## src/rtl/dual_cmp_timer.sv

```systemverilog
module dual_cmp_timer #(
  parameter int CW = 10,
  parameter int PW = 3,
  parameter int MW = 2
) (
  input  logic          clk,
  input  logic          rst_n,
  input  logic          en,
  input  logic [MW-1:0] mode,
  input  logic          clr_sel,
  input  logic [1:0]    act,
  input  logic          init_lvl,
  input  logic [CW-1:0] cmp_a,
  input  logic [PW-1:0] cmp_p,
  input  logic          clr_af,
  input  logic          clr_pf,
  output logic [CW-1:0] count,
  output logic          flag_a,
  output logic          flag_p,
  output logic          pin_out
);
  localparam int LW = CW - PW;
  localparam logic [CW-1:0] FULL = {CW{1'b1}};

  logic en_q, run, en_rise, a_hit, p_hit, wrap;

  assign run     = en && (mode == '0);
  assign en_rise = en && !en_q;
  assign a_hit   = run && (cmp_a != '0) && (count == cmp_a);
  assign p_hit   = run && ((cmp_p == '0) ? (count == FULL)
                                         : (count == {cmp_p, {LW{1'b0}}}));
  assign wrap    = clr_sel ? a_hit : p_hit;

  always_ff @(posedge clk or negedge rst_n)
    if (!rst_n) en_q <= 1'b0;
    else        en_q <= en;

  always_ff @(posedge clk or negedge rst_n)
    if (!rst_n)          count <= '0;
    else if (!run || wrap) count <= '0;
    else                 count <= count + 1'b1;

  always_ff @(posedge clk or negedge rst_n)
    if (!rst_n) begin
      flag_a <= 1'b0;
      flag_p <= 1'b0;
    end else begin
      if (a_hit)                 flag_a <= 1'b1;
      else if (clr_af)           flag_a <= 1'b0;
      if (p_hit && !clr_sel)     flag_p <= 1'b1;
      else if (clr_pf)           flag_p <= 1'b0;
    end

  always_ff @(posedge clk or negedge rst_n)
    if (!rst_n)       pin_out <= 1'b0;
    else if (en_rise) pin_out <= init_lvl;
    else if (a_hit)
      case (act)
        2'b01:   pin_out <= 1'b0;
        2'b10:   pin_out <= 1'b1;
        2'b11:   pin_out <= ~pin_out;
        default: pin_out <= pin_out;
      endcase

  a_r2_idle_zero: assert property (@(posedge clk) disable iff (!rst_n)
    !run |=> (count == '0));
  a_r2_idle_no_flag: assert property (@(posedge clk) disable iff (!rst_n)
    (!run && !flag_a && !flag_p) |=> (!flag_a && !flag_p));
  a_r1_step: assert property (@(posedge clk) disable iff (!rst_n)
    (run && !wrap && count != FULL) |=> (count == $past(count) + 1'b1));
  a_r6_a_clear: assert property (@(posedge clk) disable iff (!rst_n)
    (run && clr_sel && cmp_a != '0 && count == cmp_a) |=> (count == '0 && flag_a));
  a_r6_no_pflag: assert property (@(posedge clk) disable iff (!rst_n)
    (clr_sel && !flag_p) |=> !flag_p);
  a_r8_pin_quiet: assert property (@(posedge clk) disable iff (!rst_n)
    (!en_rise && !a_hit) |=> $stable(pin_out));
  a_r9_init_load: assert property (@(posedge clk) disable iff (!rst_n)
    (en && !en_q) |=> (pin_out == $past(init_lvl)));
  a_r11_sticky_a: assert property (@(posedge clk) disable iff (!rst_n)
    (flag_a && !clr_af) |=> flag_a);
endmodule

```

## config.mk

```make
export PLATFORM = sky130hd
export DESIGN_NAME = dual_cmp_timer
export DESIGN_NICKNAME = d
export VERILOG_FILES = /design/src/rtl/dual_cmp_timer.sv
export SDC_FILE = /design/constraint.sdc
export NUM_CORES = 1
export LEC_CHECK = 0
export BUFFER_PORTS_ARGS = -buffer_cell sky130_fd_sc_hd__buf_2
export CAP_MARGIN = 20
export CORE_MARGIN = 2
export CORE_UTILIZATION = 25
export DETAILED_ROUTE_END_ITERATION = 10
export GPL_TIMING_DRIVEN = 0
export HOLD_SLACK_MARGIN = 0.08
export PLACE_DENSITY = 0.57
export SKIP_CTS_REPAIR_TIMING = 1
export SLEW_MARGIN = 20
export SYNTH_ARGS = -nofsm -noshare
export SYNTH_HDL_FRONTEND = slang
export SYNTH_SLANG_ARGS = --single-unit
```

## constraint.sdc

```tcl
create_clock -name clk -period 1.8 [get_ports clk]
set_input_delay 0.18 -clock clk [delete_from_list [all_inputs] [get_ports clk]]
set_output_delay 0.18 -clock clk [all_outputs]
set_load 0.05 [all_outputs]
```

==> results.ini <==
[sta]
rsz0062_at_grt=true
setup_viol=0
period_share_pct=98.8
finalClockSkew_ns=0.00294
slew_violations=0
hold_violations=0
post-route-min-period_ns=1.78
fmaxAchievable_ghz=0.562
slew_headroom_pct=66.1
setup_slack_ns=0.0219
max_slew.worst_pin.slew_ns=0.504

[drt]
via_count=905
ant_nets=0
via_per_inst=4.74
first_iter_violations=25
wl_um=2510
drcViolationCount=0
wl_per_cell_um=13.1
first_pass_iters=4

[floorplanning]
die_area_um2=4340
rows=22
die_w_um=65.9
dieHeight_um=65.9
pin_count=37
core_um2=3660
initial_core_util_pct=26.1

[critical_path]
crit_path_start_kind=register
required_ns=1.90
critPathArrivalTime_ns=1.88
reg2reg_slack_ns=0.02
crit_path_end_kind=register
cp-startpoint=count[1]
reg2reg_from=count[1]
rr_worst_depth=6
crit_path_end=count[2]
r2r-end=count[2]
crit_type=reg -> reg
cp_max_fo=9

[logic_synthesis]
syn-num-nets=125
syn-instance-count=98
synth_cell_types=33
yosysTopAreaCellShare_pct=36.6
syn_area_um2=957
synth_top_area_cell=dfrtp_1
ys_seq_area_share_pct=36.6
synth_area_leaders=dfrtp_1, xnor2_1, xor2_1, nor4_1, ha_1
syn_avg_cell_area_um2=9.77
synth-seq-cells=14
yosysWarnings=0

[cts]
htreeDepth=1
cts_tree=done
root_buffer=clkbuf_8
cts_buffer_depth=2
cts_made_buffers=3
insertion_delay_ns=0.24
clk_pin_slew_ns=0.06
clock_sinks=14

[power_and_ir_drop]
leakage_nw=0.637
power.density_nw_per_um2=556
ir_worst_vdd_mv=0.433

[grt]
grt_pass1_vias=861
grt_start_max_net_pins=15
grt_antenna_before_repair=0
grt_overflow=0
grt_pass1_wl_um=3950
grtUsageTotal_pct=11.7

[cells_and_area]
area.growth.synth_to_final_pct=41.2
nNetsFinal=171
drive_gt1_share_pct=41.3
fin_area_um2=1350
diodes=0

[place]
port-buffer-count=36
place_area_um2=1220
dp_worst_setup_slack_ns=-0.0921
place_congestion=0.848
dp_hpwl_um=1920

[worst_hold_path]
worst_hold_path_type=in -> reg

[job]
drv_cap=0

[outcome]
status=completed

-- layer usage --
metal	wire length, µm	track usage (%)
met1	1200	15.4
met4	0	1.82
met5	0	0
met2	1210	19.8
met3	105	2.73
-- final cells by class --
cell class | instances | area (µm²)
plain buffers | 4 | 31.3
clock buffers | 4 | 55.1
fillers | 381 | 2310
inverters | 4 | 15.0
multi-input cells | 76 | 597
flip-flops and latches | 14 | 358
well taps | 48 | 60.1
repair buffers | 41 | 235
-- worst max-delay path, cell delays in order, from the launching register on --
cell and delay, ns:
dfrtp_2 0.46, or4_4 0.54, a2111oi_4 0.21, a21oi_2 0.08, nor3_4 0.16, buf_12 0.14
nor4_1 0.05
-- where the power goes --
| part | switching (W) | total [W] | internal (W) |
|---|---|---|---|
| Clock | 0.000112 | 0.000305 | 0.000194 |
| Sequential | 0.00000532 | 0.000325 | 0.000320 |
| Combinational | 0.0000683 | 0.000120 | 0.0000521 |
-- Yosys cell counts --
cell type	instances
a2111oi_4	1
a21o_1	1
a21oi_1	1
a21oi_2	1
a22o_1	1
a31oi_1	1
a32o_1	1
a41o_1	1
a41oi_1	1
and2_1	1
and3_1	2
and4_1	2
buf_2	2
clkbuf_1	2
dfrtp_1	14
ha_1	3
inv_1	4
mux2i_1	1
nand2_1	4
nand2b_1	1
nand3_1	4
nand4_1	3
nor2_1	2
nor2b_1	2
nor3_1	7
nor3_4	1
nor4_1	9
o21ai_0	1
o21bai_1	2
or3_1	2
or4_4	1
xnor2_1	10
xor2_1	9
-- cell families after synthesis --
| family | Yosys count | synth area share, % |
|---|---|---|
| DFF | 14 | 36.6 |
| muxes | 1 | 1.05 |
| AOI/OAI and AO/OA | 12 | 11.8 |
| and+or+nand+nor | 41 | 25.9 |
| buffers and inverters | 8 | 3.40 |
| xor gates and xnor gates | 19 | 17.4 |
| adders and majority gates | 3 | 3.92 |
-- cells in the final DEF, fill, tap and decap left out, types with 2 or more instances in the layout --
| cell type | n |
|---|---|
| nand4_1 | 3 |
| nor2b_1 | 2 |
| xor2_1 | 9 |
| and4_1 | 2 |
| nor3_4 | 2 |
| nor4_1 | 9 |
| dfrtp_2 | 6 |
| nand2_1 | 4 |
| o21bai_1 | 2 |
| buf_4 | 2 |
| dfrtp_1 | 8 |
| inv_1 | 4 |
| dlygate4sd3_1 | 2 |
| nor2_1 | 2 |
| nor3_1 | 6 |
| clkbuf_8 | 4 |
| nand3_1 | 4 |
| and3_1 | 2 |
| xnor2_1 | 10 |
| buf_2 | 37 |
| ha_1 | 3 |
-- through the flow --
stage	hold slack (ns)	TNS, ns	instances	util, %	power, W
finish	0.140	0	191	36.9	0.000751
global route	0.162	-0.341	191	36.9	0.000792
CTS	-0.159	-0.994	186	34.8	0.000756
detailed placement	0.104	-0.776	182	33.3	0.000446
global placement	0.100	-0.715	182	33.3	0.000442
floorplan	-0.116	-0.951	98	-	0.000392
-- registers in the layout, summed over array words and instances (netlist names) --
name and cells:
count 10, en_q 1, flag_a 1, flag_p 1
pin_out 1
-- worst min path at each step --
stage | startpoint | endpoint | slack (ns) | depth (start not counted)
after floorplan | rst_n | count[0] | -0.12 | 0
after global placement | rst_n | pin_out | 0.10 | 1
after detailed placement | rst_n | pin_out | 0.10 | 1
after CTS | rst_n | pin_out | -0.16 | 1
after global routing | init_lvl | pin_out | 0.16 | 3
final | init_lvl | pin_out | 0.14 | 3
(Power assumes the default switching activity.)
